<file path="src/rtl/sbreq_pkg.sv">
package sbreq_pkg;

    localparam int SLICE_W     = 72;
    localparam int MAX_SLICES  = 4;
    localparam int PAYLOAD_W   = SLICE_W * MAX_SLICES;
    localparam int SIDX_W      = $clog2(MAX_SLICES);
    localparam int DEV_W       = 8;
    localparam int ACC_W       = 2;
    localparam int MSEL_W      = 2;
    localparam int RSEL_W      = 4;
    localparam int ADDR_W      = 20;
    localparam int REGA_W      = 8;

    // field positions inside the address word
    localparam int DEV_LO      = 26;
    localparam int ACC_LO      = 24;
    localparam int MSEL_LO     = 22;
    localparam int IND_BIT     = 21;
    localparam int RSEL_LO     = 17;
    localparam int DM_A14_BIT  = 16;
    localparam int DUP_HI_BIT  = 15;
    localparam int DUP_LO_BIT  = 14;
    localparam int SRAM_HI_LO  = 16;
    localparam int SRAM_HI_W   = 5;

    typedef enum logic [2:0] {
        OP_LOOKUP   = 3'd0,
        OP_DM_RD    = 3'd1,
        OP_DM_WR    = 3'd2,
        OP_REG_RD   = 3'd3,
        OP_REG_WR   = 3'd4,
        OP_SRAM_RD  = 3'd5,
        OP_SRAM_WR  = 3'd6,
        OP_SRAM_NWR = 3'd7
    } op_e;

    typedef enum logic [1:0] {
        WID_72  = 2'd0,
        WID_144 = 2'd1,
        WID_288 = 2'd2,
        WID_RSV = 2'd3
    } wid_e;

    typedef struct packed {
        logic                 busy;
        logic                 in_addr;
        logic                 has_data;
        logic                 hold;
        logic [SIDX_W-1:0]    cnt;
        logic [SIDX_W-1:0]    last_cnt;
        logic [SIDX_W-1:0]    top;
        logic [SLICE_W-1:0]   addr_word;
        logic [PAYLOAD_W-1:0] payload;
    } seq_t;

    function automatic logic [SIDX_W-1:0] top_slice(input wid_e w);
        case (w)
            WID_144: return SIDX_W'(1);
            WID_288: return SIDX_W'(3);
            default: return '0;
        endcase
    endfunction

endpackage

</file>
<file path="src/rtl/sbreq_addr_fmt.sv">
module sbreq_addr_fmt
    import sbreq_pkg::*;
(
    input  op_e                     op,
    input  logic [DEV_W-1:0]        dev_id,
    input  logic [ACC_W-1:0]        access,
    input  logic [MSEL_W-1:0]       mask_sel,
    input  logic                    indirect,
    input  logic [RSEL_W-1:0]       result_sel,
    input  logic [ADDR_W-1:0]       addr,
    output logic [SLICE_W-1:0]      word
);
    always_comb begin
        word = '0;
        word[DEV_LO +: DEV_W] = dev_id;
        word[ACC_LO +: ACC_W] = access;
        case (op)
            OP_DM_RD, OP_DM_WR: begin
                word[MSEL_LO +: MSEL_W] = mask_sel;
                word[IND_BIT]           = indirect;
                word[RSEL_LO +: RSEL_W] = result_sel;
                word[DM_A14_BIT]        = addr[14];
                word[DUP_HI_BIT]        = addr[13];
                word[DUP_LO_BIT:1]      = addr[13:0];
            end
            OP_REG_RD, OP_REG_WR: begin
                word[REGA_W-1:0]        = addr[REGA_W-1:0];
            end
            OP_SRAM_RD, OP_SRAM_WR, OP_SRAM_NWR: begin
                word[SRAM_HI_LO +: SRAM_HI_W] = addr[19:15];
                word[DUP_HI_BIT]        = addr[14];
                word[DUP_LO_BIT:0]      = addr[14:0];
            end
            default: word = '0;
        endcase
    end
endmodule

</file>
<file path="src/rtl/sbreq_slicer.sv">
module sbreq_slicer #(
    parameter int SW = 72,
    parameter int N  = 4,
    localparam int IW = (N > 1) ? $clog2(N) : 1
) (
    input  logic [SW*N-1:0] payload,
    input  logic [IW-1:0]   sel,
    output logic [SW-1:0]   slice
);
    logic [SW-1:0] slices [N];

    for (genvar g = 0; g < N; g++) begin : g_cut
        assign slices[g] = payload[g*SW +: SW];
    end

    assign slice = slices[sel];
endmodule

</file>
<file path="src/rtl/sbreq_serializer.sv">
module sbreq_serializer
    import sbreq_pkg::*;
(
    input  logic                   clk,
    input  logic                   rst_n,
    input  logic                   cmd_valid,
    output logic                   cmd_ready,
    input  logic [2:0]             cmd_op,
    input  logic [1:0]             cmd_width,
    input  logic [PAYLOAD_W-1:0]   cmd_payload,
    input  logic [DEV_W-1:0]       cmd_dev_id,
    input  logic [ACC_W-1:0]       cmd_access,
    input  logic [MSEL_W-1:0]      cmd_mask_sel,
    input  logic                   cmd_indirect,
    input  logic [RSEL_W-1:0]      cmd_result_sel,
    input  logic [ADDR_W-1:0]      cmd_addr,
    output logic [SLICE_W-1:0]     req_bus,
    output logic                   req_valid,
    output logic                   req_is_addr,
    output logic                   req_last,
    output logic [SIDX_W-1:0]      req_offset
);
    seq_t q, d;

    op_e                 op_in;
    wid_e                wid_in;
    logic [SLICE_W-1:0]  fmt_word;
    logic [SLICE_W-1:0]  cur_slice;
    logic [SIDX_W-1:0]   sidx;
    logic [SIDX_W-1:0]   top_in;
    logic                last_beat;
    logic                accept;

    assign op_in  = op_e'(cmd_op);
    assign wid_in = wid_e'(cmd_width);
    assign top_in = top_slice(wid_in);

    sbreq_addr_fmt u_fmt (
        .op         (op_in),
        .dev_id     (cmd_dev_id),
        .access     (cmd_access),
        .mask_sel   (cmd_mask_sel),
        .indirect   (cmd_indirect),
        .result_sel (cmd_result_sel),
        .addr       (cmd_addr),
        .word       (fmt_word)
    );

    sbreq_slicer #(.SW(SLICE_W), .N(MAX_SLICES)) u_slice (
        .payload (q.payload),
        .sel     (sidx),
        .slice   (cur_slice)
    );

    always_comb begin
        last_beat = q.busy && (q.in_addr ? !q.has_data : (q.cnt == q.last_cnt));
        cmd_ready = !q.busy || last_beat;
        accept    = cmd_valid && cmd_ready;
        sidx      = q.hold ? '0 : (q.top - q.cnt);

        req_valid   = q.busy;
        req_is_addr = q.busy && q.in_addr;
        req_last    = last_beat;
        req_offset  = (q.busy && !q.in_addr && !q.hold) ? q.cnt : '0;
        if (!q.busy)
            req_bus = '0;
        else if (q.in_addr)
            req_bus = q.addr_word;
        else
            req_bus = cur_slice;
    end

    always_comb begin
        d = q;
        if (accept) begin
            d.busy      = 1'b1;
            d.cnt       = '0;
            d.addr_word = fmt_word;
            d.payload   = cmd_payload;
            d.hold      = 1'b0;
            d.top       = '0;
            d.last_cnt  = '0;
            case (op_in)
                OP_LOOKUP: begin
                    d.in_addr  = 1'b0;
                    d.has_data = 1'b1;
                    d.top      = top_in;
                    d.hold     = (top_in == '0);
                    d.last_cnt = (top_in == '0) ? SIDX_W'(1) : top_in;
                end
                OP_DM_WR: begin
                    d.in_addr  = 1'b1;
                    d.has_data = 1'b1;
                    d.top      = top_in;
                    d.last_cnt = top_in;
                end
                OP_REG_WR, OP_SRAM_WR: begin
                    d.in_addr  = 1'b1;
                    d.has_data = 1'b1;
                end
                default: begin
                    d.in_addr  = 1'b1;
                    d.has_data = 1'b0;
                end
            endcase
        end else if (q.busy) begin
            if (last_beat) begin
                d = '0;
            end else if (q.in_addr) begin
                d.in_addr = 1'b0;
                d.cnt     = '0;
            end else begin
                d.cnt = q.cnt + SIDX_W'(1);
            end
        end
    end

    always_ff @(posedge clk) begin
        if (!rst_n)
            q <= '0;
        else
            q <= d;
    end
endmodule

</file>
<file path="config.mk">
export PLATFORM = sky130hd
export DESIGN_NAME = sbreq_serializer
export DESIGN_NICKNAME = d
export VERILOG_FILES = /design/src/rtl/sbreq_pkg.sv /design/src/rtl/sbreq_addr_fmt.sv /design/src/rtl/sbreq_slicer.sv /design/src/rtl/sbreq_serializer.sv
export SDC_FILE = /design/constraint.sdc
export NUM_CORES = 1
export LEC_CHECK = 0
export BUFFER_PORTS_ARGS = -buffer_cell sky130_fd_sc_hd__clkbuf_2
export CORE_MARGIN = 2
export CORE_UTILIZATION = 50
export DETAILED_ROUTE_END_ITERATION = 7
export PLACE_DENSITY = 0.79
export SYNTH_ARGS = -nofsm -noshare
export SYNTH_HDL_FRONTEND = slang
export SYNTH_SLANG_ARGS = --single-unit
</file>
<file path="constraint.sdc">
create_clock -name clk -period 2.61 [get_ports clk]
set_input_delay 0.522 -clock clk [delete_from_list [all_inputs] [get_ports clk]]
set_output_delay 0.522 -clock clk [all_outputs]
set_load 0.02 [all_outputs]
</file>
==> impl_metrics.toml <==
[status]
status = "finished, violations left"
violations = "setup timing"

[timing]
fin_skew_ps = 11.7
fin_ws_ps = -418
max_freq_ghz = 0.330
setup_viol_count_final = 72
final.period_utilization_pct = 116
tightestPinTransition_ps = 937
grt_setup_unrepaired = "yes"
relSlewSlack_pct = 37.5
finalSetupTns_ps = -24970
hold_ws_ps = 230
finalCriticalPeriod_ps = 3030
hold_viol = 0
drv_slew = 0

[placed_design]
hpwl_um = 31400
place_congestion = 0.902
place_inst = 2375
portBuffers = 410
placed_cell_area_um2 = 17400
pre_cts_ws_ps = 56.7

[setup_path]
crit_chain = "xnor3_2, nor2_8, buf_6, clkbuf_16, mux4_2, and2_4, buf_6"
cp.arrival_ps = 2510
worst_path_most_repeated_cell = "buf_6"
slowest_stage = "xnor3_2"
start_kind = "flop"
critPathMaxStageDelay_ps = 530
cp_data_required_time_ps = 2090
endpoint_kind = "output port"
path_class = "reg2out"
path_max_fanout = 5

[routing]
via_count = 15200
drtIter0Drc = 1430
dr.pass1.iters = 6
drt-total-wl_um = 49300
wl_met2_um = 23700
drc = 0
wl_per_cell_um = 20.1
met1_length_um = 19300
met3_length_um = 4160
highest_layer = "met4"
drtAntennaViolNets = 0
avgViaCountPerCell = 6.19

[layout]
seq_area_um2 = 6610
nets = 2373
layout_common_cells = "clkbuf_2, dfxtp_1, o21ai_0, a21oi_1, nand3_1"
multi_input_area_um2 = 7770
nFillCells = 2419
final_layout_size_suffix_gt1_share_pct = 31.8
postLayoutCellArea_um2 = 19300
fin_cells = 2458
area_growth_pct = 28.9
final_common_cell = "clkbuf_2"

[floorplan]
coreArea_um2 = 29600
dieHeight_um = 177
start_util_pct = 50.7
rows = 63
io_pins = 411
die_w_um = 177
die_area_um2 = 31400

[grt]
antenna_found_initial = 2
grt_usage_pct = 28.9
grt_max_degree = 124
grt_pass1_vias = 14400
overflow = 0
grt_pass1_wl_um = 73800

[yosys]
async_flop_share_pct = 0
synth_edf_count = 0
ys_ff_latch = 330
syn-num-nets = 2068
synth_cells = 1733
syn-cell-area_um2 = 15000
ys.flop_type = "dfxtp_1"
syn_avg_cell_area_um2 = 8.66
yosysUniqueCellTypes = 46
ys_seq_area_share_pct = 44.0
yosysWarningCount = 0

[pwr]
combPwrFrac_pct = 12.0
p_int_mw = 9.70
p_per_area_nw_per_um2 = 666
swShare_pct = 24.8
p_switching_mw = 3.19
power_frac_seq_pct = 42.7
vdd_drop_max_uv = 491
leakagePower_nw = 7.75
pwr-share-clk_pct = 45.3

[clocking]
cts_buffers = 37
insertion_delay_ps = 510
cts-root-buf = "clkbuf_16"
cts_sinks = 330
cts_buffer_depth = 3
htree_levels = 2
cts.clk_slew.worst_paths_ps = 60
postCtsHoldBufs = 0
cts_tree = "built"

[job]
maxCapViolCount = 0

[hold_path]
hold_class = "in2reg"
## worst max-delay path, delay by kind of cell (launching register included)
family	cells	cell delay, ps
flip-flops	1	330
multiplexers	1	310
buffers and inverters	3	420
AND/OR/NAND/NOR	2	400
XOR/XNOR	1	530
## worst paths after layout
check                           cells past startpoint          end  slack [ps]     startpoint
worst min-delay path                                2       q[320]         230  cmd_dev_id[6]
worst max register to register                      7       q[250]         170         q[363]
worst min register to register                      1       q[360]         470         q[360]
worst max-delay path                                7  req_bus[39]        -420         q[363]
## cells in the mapped netlist, types with 2 or more instances
| cell | n | share of area (%) |
|---|---|---|
| dfxtp_1 | 330 | 44 |
| o21ai_0 | 299 | 10 |
| a21oi_1 | 295 | 9.8 |
| nand3_1 | 288 | 9.6 |
| clkbuf_1 | 111 | 2.8 |
| a22oi_1 | 51 | 2.6 |
| buf_2 | 44 | 1.5 |
| and2_1 | 42 | 1.7 |
| mux2i_1 | 38 | 2.5 |
| mux4_2 | 38 | 5.7 |
| mux2_2 | 32 | 2.4 |
| o21ai_1 | 28 | 0.93 |
| clkbuf_2 | 24 | 0.80 |
| o2bb2ai_1 | 23 | 1.3 |
| buf_4 | 11 | 0.55 |
| a22o_1 | 10 | 0.58 |
| buf_1 | 9 | 0.22 |
| nor2_1 | 9 | 0.22 |
| nand4_1 | 6 | 0.25 |
| buf_6 | 5 | 0.37 |
| inv_1 | 4 | 0.10 |
| nand2b_1 | 4 | 0.17 |
| nand2_1 | 3 | 0.075 |
| and3b_1 | 2 | 0.12 |
| ha_1 | 2 | 0.17 |
| nand3b_1 | 2 | 0.10 |
| nor2b_1 | 2 | 0.083 |
| o221ai_1 | 2 | 0.12 |
| xor2_1 | 2 | 0.12 |
## cell families (layout without fill, tap and decap cells)
logic type                 Yosys count  count (layout)  synth area share (%)
adders and majority gates            2               2                 0.167
muxes                              108             108                  10.6
other                                0               2                     0
and+or+nand+nor                    364             364                  12.7
buffers and inverters              209             542                  6.32
AOI/OAI and AO/OA                  716             716                  25.8
xor gates and xnor gates             4               4                 0.325
DFF                                330             330                  44.0
## sequential cells by signal, indices dropped and copies added, names as in the netlist
register / cells
req_valid: 1
q: 329
## final cells by class
class / count / share of cell area (%)
Antenna cell: 2 / 0.0259
Clock buffer: 46 / 5.28
Clock inverter: 21 / 1.81
Inverter: 5 / 0.136
Multi-Input combinational cell: 1194 / 40.2
Sequential cell: 330 / 34.2
Tap cell: 390 / 2.52
Timing Repair Buffer: 470 / 15.9
## through the flow
stage          total power, mW  util [%]
3_5_place_dp              7.05      58.6
4_1_cts                   12.9      63.5
3_3_place_gp              7.01      58.6
5_1_grt                   13.3      65.3
6_report                  12.9      65.3
2_1_floorplan             6.43         -
## power by group through the flow
stage / clock, mW / combinational, mW / sequential [mW]
detailed placement: 0 / 1.46 / 5.59
finish: 5.84 / 1.55 / 5.50
global route: 6.10 / 1.68 / 5.52
global placement: 0 / 1.43 / 5.58
floorplan: 0 / 0.909 / 5.52
CTS: 5.89 / 1.48 / 5.48
## what timing repair did
| item | in CTS | in global routing |
|---|---|---|
| gates cloned | 2 | 5 |
| setup endpoints to repair | 72 | 75 |
| pin swaps | 1 | 7 |
| buffers inserted | 2 | 6 |
| gates resized for setup | 9 | 151 |
| hold endpoints to repair | 0 | 0 |
## routing by layer
metal	up-vias	global-route usage (%)
li1	6982	-
met1	7278	36.7
met2	799	47.0
met3	153	5.96
met4	0	13.7
met5	-	0
Note: power is estimated with default switching activity, not from simulation.
